$ cat src/rtl/fib_dp_pkg.sv
package fib_dp_pkg;
  typedef enum logic [2:0] {
    OP_ZERO  = 3'b000,
    OP_ONE   = 3'b001,
    OP_RSVD  = 3'b010,
    OP_DEC   = 3'b011,
    OP_LDCNT = 3'b100,
    OP_EMIT  = 3'b101,
    OP_ADD   = 3'b110,
    OP_COPY  = 3'b111
  } alu_op_e;

  localparam int unsigned COUNT_REG = 0;
endpackage

$ cat src/rtl/fib_regfile.sv
module fib_regfile #(
  parameter int unsigned DATA_W   = 4,
  parameter int unsigned NUM_REGS = 4,
  localparam int unsigned AW      = $clog2(NUM_REGS)
) (
  input  logic                               clk_i,
  input  logic                               rst_ni,
  input  logic                               we_i,
  input  logic [AW-1:0]                      waddr_i,
  input  logic [DATA_W-1:0]                  wdata_i,
  input  logic [AW-1:0]                      raddr_a_i,
  input  logic [AW-1:0]                      raddr_b_i,
  output logic [DATA_W-1:0]                  rdata_a_o,
  output logic [DATA_W-1:0]                  rdata_b_o,
  output logic [NUM_REGS-1:0][DATA_W-1:0]    regs_o
);
  logic [NUM_REGS-1:0][DATA_W-1:0] q;
  logic [NUM_REGS-1:0]             sel;

  always_comb begin
    sel = '0;
    if (we_i) sel[waddr_i] = 1'b1;
  end

  for (genvar g = 0; g < NUM_REGS; g++) begin : g_reg
    always_ff @(posedge clk_i or negedge rst_ni) begin
      if (!rst_ni)     q[g] <= '0;
      else if (sel[g]) q[g] <= wdata_i;
    end
  end

  // reads see pre-edge contents
  assign rdata_a_o = q[raddr_a_i];
  assign rdata_b_o = q[raddr_b_i];
  assign regs_o    = q;
endmodule

$ cat src/rtl/fib_alu.sv
module fib_alu
  import fib_dp_pkg::*;
#(
  parameter int unsigned DATA_W = 4
) (
  input  logic [DATA_W-1:0] a_i,
  input  logic [DATA_W-1:0] b_i,
  input  logic [2:0]        op_i,
  output logic [DATA_W-1:0] y_o
);
  alu_op_e op;
  assign op = alu_op_e'(op_i);

  always_comb begin
    unique case (op)
      OP_ONE:           y_o = DATA_W'(1);
      OP_DEC:           y_o = a_i - DATA_W'(1);
      OP_LDCNT,
      OP_EMIT:          y_o = a_i;
      OP_COPY:          y_o = b_i;
      OP_ADD:           y_o = a_i + b_i;
      default:          y_o = '0;
    endcase
  end
endmodule

$ cat src/rtl/fib_result_reg.sv
module fib_result_reg #(
  parameter int unsigned DATA_W = 4
) (
  input  logic              clk_i,
  input  logic              rst_ni,
  input  logic [DATA_W-1:0] d_i,
  output logic [DATA_W-1:0] q_o
);
  always_ff @(posedge clk_i or negedge rst_ni) begin
    if (!rst_ni) q_o <= '0;
    else         q_o <= d_i;
  end
endmodule

$ cat src/rtl/fib_datapath.sv
module fib_datapath
  import fib_dp_pkg::*;
#(
  parameter int unsigned DATA_W   = 4,
  parameter int unsigned NUM_REGS = 4,
  localparam int unsigned AW      = $clog2(NUM_REGS)
) (
  input  logic              clk_i,
  input  logic              rst_ni,
  input  logic [AW-1:0]     wr_addr_i,
  input  logic              wr_en_i,
  input  logic              load_sel_i,
  input  logic [DATA_W-1:0] load_data_i,
  input  logic [AW-1:0]     rd_addr_a_i,
  input  logic [AW-1:0]     rd_addr_b_i,
  input  logic [2:0]        op_i,
  output logic [DATA_W-1:0] result_o,
  output logic              zero_o
);
  logic [DATA_W-1:0]               opa, opb, alu_y, wdata;
  logic [NUM_REGS-1:0][DATA_W-1:0] rf_q;

  assign wdata = load_sel_i ? load_data_i : result_o;

  fib_regfile #(.DATA_W(DATA_W), .NUM_REGS(NUM_REGS)) u_rf (
    .clk_i     (clk_i),
    .rst_ni    (rst_ni),
    .we_i      (wr_en_i),
    .waddr_i   (wr_addr_i),
    .wdata_i   (wdata),
    .raddr_a_i (rd_addr_a_i),
    .raddr_b_i (rd_addr_b_i),
    .rdata_a_o (opa),
    .rdata_b_o (opb),
    .regs_o    (rf_q)
  );

  fib_alu #(.DATA_W(DATA_W)) u_alu (
    .a_i  (opa),
    .b_i  (opb),
    .op_i (op_i),
    .y_o  (alu_y)
  );

  fib_result_reg #(.DATA_W(DATA_W)) u_res (
    .clk_i  (clk_i),
    .rst_ni (rst_ni),
    .d_i    (alu_y),
    .q_o    (result_o)
  );

  assign zero_o = ~|rf_q[COUNT_REG];
endmodule

$ cat config.mk
export PLATFORM = sky130hd
export DESIGN_NAME = fib_datapath
export DESIGN_NICKNAME = d
export VERILOG_FILES = /design/src/rtl/fib_dp_pkg.sv /design/src/rtl/fib_regfile.sv /design/src/rtl/fib_alu.sv /design/src/rtl/fib_result_reg.sv /design/src/rtl/fib_datapath.sv
export SDC_FILE = /design/constraint.sdc
export NUM_CORES = 1
export LEC_CHECK = 0
export BUFFER_PORTS_ARGS = -buffer_cell sky130_fd_sc_hd__buf_2
export CAP_MARGIN = 5
export CELL_PAD_IN_SITES_DETAIL_PLACEMENT = 0
export CELL_PAD_IN_SITES_GLOBAL_PLACEMENT = 2
export CORE_MARGIN = 4
export CORE_UTILIZATION = 37
export CTS_CLUSTER_SIZE = 30
export DETAILED_ROUTE_END_ITERATION = 8
export GPL_TIMING_DRIVEN = 1
export PLACE_DENSITY_LB_ADDON = 0.08
export REMOVE_ABC_BUFFERS = 1
export SYNTH_ARGS = -nofsm -noshare
export SYNTH_HDL_FRONTEND = slang
export SYNTH_HIERARCHICAL = 1
export SYNTH_SLANG_ARGS = --single-unit
$ cat constraint.sdc
create_clock -name clk_i -period 2.68 [get_ports clk_i]
set_clock_uncertainty 0.15 [all_clocks]
set_input_delay 0.402 -clock clk_i [delete_from_list [all_inputs] [get_ports clk_i]]
set_output_delay 0.402 -clock clk_i [all_outputs]
set_load 0.005 [all_outputs]
# ---- Yosys cells after proc, flatten, opt, wreduce, memory -nomap -nowiden
# Index checks and enable logic that the tools add are counted.
dict set report op_classes {
  magnitude_cmp 4
  mux 9
  n_div 0
  bitwise 0
  n_reduce_logical 4
  addsub 2
  eq_ne 6
  shift 0
  multipliers 0
}
# operator n
set ops {}
lappend ops {{4-bit one-hot mux with 5 select lines} 1}
lappend ops {{4-bit binary-select mux with 2-bit select} 2}
lappend ops {{4-bit 2-to-1 mux} 4}
lappend ops {{3-bit == test (second input constant)} 4}
lappend ops {{2-bit by 3-bit less-than comparator with 1-bit output (second input constant)} 3}
lappend ops {{4-bit adder} 1}
lappend ops {{4-bit OR reduction} 1}
lappend ops {{4-bit by 1-bit subtractor with 4-bit output (second input constant)} 1}
lappend ops {{3-bit by 1-bit == test with 1-bit output (second input constant)} 1}
lappend ops {{3-bit by 2-bit == test with 1-bit output (second input constant)} 1}
lappend ops {{1-bit demux with 2-bit select} 1}
lappend ops {{2-bit by 1-bit >= comparator with 1-bit output (second input constant)} 1}
lappend ops {{2-bit OR reduction} 1}
lappend ops {{1-bit logical AND} 1}
lappend ops {{1-bit zero test} 1}
lappend ops {{1-bit 2-to-1 mux} 1}
dict set report word_totals {
  romBits 0
  output_inout_bits 5
  ramBits 0
  mem_count 0
  elab_cells 30
  latch_bits 0
  in_bits 17
  register_bits 20
}

# ---- Longest topological paths before layout
# Gate-level depths: netlist of the first run.
dict set report logic_depth {
  word_depth 5
  ltp_mapped 10
  mapped_depth_nobuf 9
}

# ---- By module
# The synthesis of the first run kept the hierarchy.
# mod seq_area_each_um2 area_each_um2 instances cells_each
set by_module_without_submodules {}
lappend by_module_without_submodules {fib_regfile 400.4 807.0 1 44}
lappend by_module_without_submodules {fib_alu 0.0 331.6 1 50}
lappend by_module_without_submodules {fib_result_reg 100.1 100.1 1 4}
lappend by_module_without_submodules {fib_datapath 0.0 51.3 1 5}

# ---- Worst setup path before layout of the first run
# OpenSTA, ideal clock, no wires.
dict set report synth_path {
  kind {input -> register}
  from {input port rd_addr_b_i[0]}
  to {register u_res.q_o[1]}
  path_buffers 0
  arrival_time_ps 2224
  t_required_ps 2447
  cell_stages 8
  setup_slack_ps 223
  setup_ps 83
  path_cell_list {mux4_1 -> or2_2 -> ha_1 -> inv_1 -> fa_1 -> mux2i_1 -> a21oi_1 -> o21ai_0}
}
dict set report synth_via {
  elab_chain_cells 4
}
# element line
set synth_rtl {}
lappend synth_rtl {{start: declaration} fib_datapath.sv:15} ;# input logic [AW-1:0] rd_addr_b_i,
lappend synth_rtl {{4-bit binary-select mux with 2-bit select (*)} fib_regfile.sv:34} ;# assign rdata_b_o = q[raddr_b_i];
lappend synth_rtl {{4-bit 2-to-1 mux (not written as such) (*)} fib_regfile.sv:34}
lappend synth_rtl {{4-bit adder} fib_alu.sv:21} ;# OP_ADD: y_o = a_i + b_i;
lappend synth_rtl {{4-bit one-hot mux with 5 select lines (*)} fib_alu.sv:15} ;# unique case (op)
lappend synth_rtl {{named net alu_y[1]} fib_datapath.sv:20} ;# logic [DATA_W-1:0] opa, opb, alu_y, wdata;
lappend synth_rtl {{end signal: assignment} fib_result_reg.sv:11} ;# else q_o <= d_i;
lappend synth_rtl {{end: declaration} fib_result_reg.sv:7} ;# output logic [DATA_W-1:0] q_o
# The timed path passes the listed nets; every way through them passes the cells marked *. The select of a mux whose other input is x is not followed.
# A chain may end at the register's enable or synchronous reset.

# ---- Final worst setup path of the first run
dict set report layout_path {
  from {register u_rf.q, in the netlist u_rf/regs_o[2]}
  to {register u_res.q_o[3]}
}
dict set report layout_via {
  elab_chain_cells 4
  word_cells_on_any_way 7
  cone_classes {add/sub (2); mux (5)}
}
# element line
set layout_rtl {}
lappend layout_rtl {{start: declaration} fib_regfile.sv:17} ;# logic [NUM_REGS-1:0][DATA_W-1:0] q;
lappend layout_rtl {{start signal: indexed assignment} fib_regfile.sv:28} ;# else if (sel[g]) q[g] <= wdata_i;
lappend layout_rtl {{4-bit binary-select mux with 2-bit select} fib_regfile.sv:34}
lappend layout_rtl {{4-bit 2-to-1 mux (not written as such)} fib_regfile.sv:34}
lappend layout_rtl {{named net opb[2]} fib_datapath.sv:20}
lappend layout_rtl {{4-bit adder} fib_alu.sv:21}
lappend layout_rtl {{4-bit one-hot mux with 5 select lines} fib_alu.sv:15}
lappend layout_rtl {{named net alu_y[3]} fib_datapath.sv:20}
# The timed path passes the listed nets, and every way through them passes these cells. The select of a mux whose other input is x is not followed.

==> results.cfg, run 1 <==
[clock_network]
cts_root_buffer = clkbuf_4
htreeDepth = 1
cts.sinks = 20
clk_pin_slew_ns = 0.11
cts_made_buffers = 3
cts_tree = yes
cts_buffer_depth = 2
insertion_delay_ns = 0.31

[final_layout]
drive_above_1_share_pct = 48.9
finalNetCount = 155
fin_cells = 179
layout_commonest_cell = buf_2
fin_util_pct = 45.6
diodes = 0
syn2layout_area_growth_pct = 18.9
design_area_um2 = 1530
final_cell_mix = buf_2 (21), mux2_2 (20), dfrtp_1 (20)

[synth]
ys_top_cells_by_area = dfrtp_1 (39%), mux2_2 (17%), mux4_2 (10%)
synth_area_per_cell_um2 = 12.5
yosysSeqAreaShare_pct = 38.8
synth_top_area_share_pct = 38.8
synth_cell_type_count = 33
synth_cells = 103
yosysTopAreaCell = dfrtp_1
syn_area_um2 = 1290
synth_warnings = 6
synth-seq-cells = 20

[drt]
wl_per_cell_um = 15.5
num_vias = 958
via_per_inst = 5.35
drt_iter0_markers = 29
postRouteAntennaNets = 0
firstDrtPassIters = 4
drc = 0
routed_wl_um = 2770

[die]
start_util_pct = 38.4
die_h_um = 67.0
row_count = 21
die_w_um = 67.0
die_area_um2 = 4500
core_area_um2 = 3360
ios = 22

[min_path]
min_path_type = in -> reg

[placed_design]
port_buffers = 21
hpwlAfterDp_um = 2310
postPlaceCellArea_um2 = 1480
gp_congestion = 0.804
preCtsSetupSlack_ns = -0.0417
placedCellCount = 173

[setup_path]
critical_path_peak_fanout = 6
end_kind = flop
start_kind = flop
required_ns = 2.72
worstPathArrival_ns = 2.54
crit_type = reg -> reg

[power_and_ir_drop]
vdd_ir_drop_max_v = 0.000374
p_int_uw = 752
comb_power_share_pct = 43.4
p_sw_uw = 379
p_per_area_nw_per_um2 = 737
power.share.switching_pct = 33.5
leakage_nw = 0.689
seq_power_share_pct = 41.2
clkPwrFrac_pct = 15.5

[global_route]
grt_pass1_wl_um = 4530
grt-ovfl-total = 0
grt_pass1_vias = 924
grt_max_degree = 21
antenna_found_initial = 0
track_usage_pct = 14.3

[job]
max-cap-violations = 0

[timing]
slew_headroom_pct = 70.9
fmax_mhz = 400
drv_slew = 0
worst_slew_pin_slew_ns = 0.437
finalHoldViolations = 0
setup_viol = 0
fin_crit_ns = 2.50
rsz0062_at_grt = false
finalCritPeriodShare_pct = 93.2
hold_ws_ns = 0.311
worst_slack_ns = 0.181

[status]
status = completed
## worst max-delay path: stages, from the launching register on
cell,delay [ns]
dfrtp_1,0.42
mux4_2,0.49
or2_2,0.31
ha_1,0.33
a21oi_2,0.27
a211oi_1,0.11
o2111ai_1,0.19
nand3_1,0.11
## Yosys cell counts, drive strengths merged
cell type	instances
a211oi	1
a21oi	6
a31o	1
and3	2
buf	2
dfrtp	20
fa	1
ha	3
inv	7
mux2	20
mux2i	1
mux4	8
nand2	4
nand2b	2
nand3	3
nand3b	3
nor2	3
nor2b	1
nor3b	1
nor4	1
o2111ai	1
o211ai	1
o21ai	5
o221ai	1
o31a	1
o31ai	1
or2	2
xor2	1
## cell type report
cell class,instances,area [µm²]
clock buffers,4,36.3
fillers,348,1830
repair buffers,28,160
inverters,7,26.3
multi-input cells,74,753
well taps,46,57.6
flip-flops and latches,20,500
## routing by layer
layer | wire length [µm] | part of all wire, % | vias up | global-route usage [%]
met5 | 0 | 0 | - | 0
met4 | 58 | 2.1 | 0 | 7.59
met3 | 66 | 2.4 | 5 | 2.19
met2 | 1470 | 53 | 11 | 24.8
met1 | 1180 | 42 | 481 | 16.6
li1 | - | - | 461 | -
## kinds of logic (layout without fill, tap and decap cells)
family | after synthesis | after routing | synth area share (%)
flops | 20 | 20 | 38.8
fa+ha+maj | 4 | 4 | 4.46
buf+inv | 9 | 39 | 2.81
mux | 29 | 29 | 32.8
xor+xnor | 1 | 1 | 0.679
simple gates | 22 | 22 | 11.1
compound gates | 18 | 18 | 9.41
## power by group through the flow
stage / registers (mW) / logic [mW] / clock network [mW]
finish: 0.465 / 0.490 / 0.175
global route: 0.479 / 0.543 / 0.198
CTS: 0.467 / 0.490 / 0.184
detailed placement: 0.474 / 0.487 / 0
global placement: 0.468 / 0.475 / 0
floorplan: 0.449 / 0.350 / 0
## through the flow
| stage | power, mW | setup TNS (ns) |
|---|---|---|
| 2_1_floorplan | 0.799 | 0 |
| 3_3_place_gp | 0.943 | 0 |
| 3_5_place_dp | 0.961 | -0.0631 |
| 4_1_cts | 1.14 | 0 |
| 5_1_grt | 1.22 | 0 |
| 6_report | 1.13 | 0 |
## final timing paths
| check | start | endpoint | slack (ns) | depth (start not counted) |
|---|---|---|---|---|
| worst max-delay path | u_rf/regs_o[2] | u_res/q_o[3] | 0.18 | 7 |
| worst min-delay path | op_i[1] | u_res/q_o[3] | 0.31 | 3 |
| worst max register to register | u_rf/regs_o[2] | u_res/q_o[3] | 0.18 | 7 |
| worst min register to register | u_rf/regs_o[6] | u_rf/regs_o[6] | 0.39 | 1 |
| max in group asynchronous | rst_ni | u_rf/regs_o[5] | 1.65 | 2 |
| min in group asynchronous | rst_ni | u_res/q_o[3] | 0.41 | 2 |
## flip-flops by register name, summed over array words and instances, names as in the netlist
name / flops
u_res/q_o: 4
u_rf/regs_o: 16
## repair_timing
item	4_1_cts	5_1_grt
setup endpoints to repair	0	1
hold buffers	1	0
buffers inserted	0	1
resized for setup	0	1
hold endpoints to repair	20	0
Power figures use the tool's default switching activity.
==> run 2, diff against run 1 <==
--- a/config.mk
+++ b/config.mk
@@ -8,9 +8,10 @@
 export BUFFER_PORTS_ARGS = -buffer_cell sky130_fd_sc_hd__buf_2
 export CAP_MARGIN = 5
 export CELL_PAD_IN_SITES_DETAIL_PLACEMENT = 0
-export CELL_PAD_IN_SITES_GLOBAL_PLACEMENT = 2
+export CELL_PAD_IN_SITES_GLOBAL_PLACEMENT = 1
 export CORE_MARGIN = 4
-export CORE_UTILIZATION = 37
+export CORE_UTILIZATION = 46
+export CTS_BUF_LIST = sky130_fd_sc_hd__clkbuf_8
 export CTS_CLUSTER_SIZE = 30
 export DETAILED_ROUTE_END_ITERATION = 8
 export GPL_TIMING_DRIVEN = 1
==> run 2 against run 1 <==
  * Final cell count down 9.5%
  * Count of clock-buffer cells in the layout unchanged
  * Fmax down 1.7%
  * Total power up 5.1%
  * Sequential share of layout area up 0.19 points
  * Core utilization up 14 points
  * Global-route usage up 3.3 points
  * Sequential power about the same
  * Combinational power down 2%
  * Largest power group unchanged
  * Highest routed layer unchanged
==> results.cfg, run 2 (synthesis results as in run 1) <==
[min_path]
min_path_type = in -> reg
worstHoldStart = op_i[1]
worstHoldEndpoint = u_res/q_o[2]
hold_depth = 4

[timing]
slew_headroom_pct = 69.4
hold_ws_ns = 0.373
fin_crit_ns = 2.54
setup_viol = 0
worst_slew_pin_slew_ns = 0.459
drv_slew = 0
finalCritPeriodShare_pct = 94.8
rsz0062_at_grt = false
fmax_mhz = 394
finalHoldViolations = 0
finalSetupTns_ns = 0

[setup_path]
rr_endpoint = u_res/q_o[3]
end_kind = flop
critical_path_peak_fanout = 6
r2r-start = u_rf/regs_o[2]
start_kind = flop
required_ns = 2.67
worstPathArrival_ns = 2.53
reg2reg_depth = 7
r2r_slack_ns = 0.14
crit_type = reg -> reg

[placed_design]
gp_congestion = 0.813
hpwlAfterDp_um = 2170
port_buffers = 21

[global_route]
antenna_found_initial = 0
grt_pass1_vias = 975
grt_max_degree = 21
grt_pass1_wl_um = 4660
grt-ovfl-total = 0
track_usage_pct = 17.5

[clock_network]
cts_root_buffer = clkbuf_8
cts_made_buffers = 3
post-cts-setup-buffer-count = 0
cts_tree = yes
insertion_delay_ns = 0.27
cts_buffer_depth = 2
clk_pin_slew_ns = 0.08
htreeDepth = 1
cts.sinks = 20

[power_and_ir_drop]
leakage_nw = 0.692
power.share.switching_pct = 33.1
clkPwrFrac_pct = 20.2
p_per_area_nw_per_um2 = 779
vdd_ir_drop_max_v = 0.000534
p_int_uw = 795
comb_power_share_pct = 40.6
p_sw_uw = 393
total_power_mw = 1.19
seq_power_share_pct = 39.2

[drt]
drc = 0
routed_wl_um = 2760
wl_per_cell_um = 17.0
num_vias = 938
postRouteAntennaNets = 0
drt_iter0_markers = 49
via_per_inst = 5.79
firstDrtPassIters = 4

[die]
core_area_um2 = 2570
ios = 22
start_util_pct = 50.2
row_count = 18
die_h_um = 61.0
die_area_um2 = 3720
die_w_um = 61.0

[final_layout]
diodes = 0
final_cell_mix = buf_2 (21), mux2_2 (20), dfrtp_1 (20)
layout_commonest_cell = buf_2
syn2layout_area_growth_pct = 18.2
largest_register_ffs = 16
fin_util_pct = 59.4
drive_above_1_share_pct = 48.5
finalNetCount = 154

[status]
status = completed

[job]
max-cap-violations = 0
==> run 2: changes by cell type in the layout (fill, tap and decap cells not counted) <==
cell,previous run,this run
clkbuf_4,3,0
clkbuf_8,1,4
buf_4,6,5
o21ai_0,2,3
o21ai_1,3,2
==> run 2: layer usage <==
layer / vias up / share of wire [%] / GRT usage [%]
met1: 464 / 44 / 22.6
met3: 3 / 4.0 / 3.83
met4: 0 / 1.3 / 6.50
met2: 20 / 51 / 29.0
met5: - / 0 / 0
li1: 451 / - / -
==> run 2: worst max path at each step <==
stage,start,endpoint,slack [ns],depth (start not counted)
final,u_rf/regs_o[2],u_res/q_o[3],0.14,7
after global routing,u_rf/regs_o[2],u_res/q_o[3],0.005,7
after CTS,u_rf/regs_o[2],u_res/q_o[3],0.14,7
after detailed placement,rd_addr_b_i[0],u_res/q_o[1],-0.04,9
after global placement,rd_addr_b_i[0],u_res/q_o[1],0.03,9
after floorplan,rd_addr_b_i[0],u_res/q_o[1],0.23,8
==> run 2: final cells by class <==
cell class / instances / area (µm²)
fill: 218 / 1040
timing repair buffer: 27 / 153
clock buffer: 4 / 55.1
sequential: 20 / 500
inverter: 7 / 26.3
tap: 30 / 37.5
multi-input combinational: 74 / 753
==> run 2: power by group through the flow <==
stage	clock network, mW	registers [mW]	logic, mW
after floorplan	0	0.449	0.350
after global placement	0	0.465	0.468
after detailed placement	0	0.472	0.481
after CTS	0.245	0.466	0.485
after global routing	0.252	0.481	0.535
final	0.240	0.466	0.482
==> run 2: through the flow <==
stage | setup slack, ns | cells | instance area (µm²)
3_5_place_dp | -0.0380 | 157 | 1460
4_1_cts | 0.145 | 162 | 1530
3_3_place_gp | 0.0300 | 157 | 1460
5_1_grt | 0.00485 | 162 | 1530
2_1_floorplan | 0.226 | 101 | 1280
6_report | 0.139 | 162 | 1530
==> run 2: repair_timing <==
item / in CTS / in global routing
resized for setup: 0 / 0
hold buffers: 1 / 0
endpoints found under the hold margin: 20 / 0
==> run 2: worst max-delay path, stage by stage, from the launching register on <==
cell and delay [ns]:
dfrtp_1 0.40, mux4_2 0.50, or2_2 0.32, ha_1 0.33, a21oi_2 0.28, a211oi_1 0.12, o2111ai_1 0.20, nand3_1 0.12
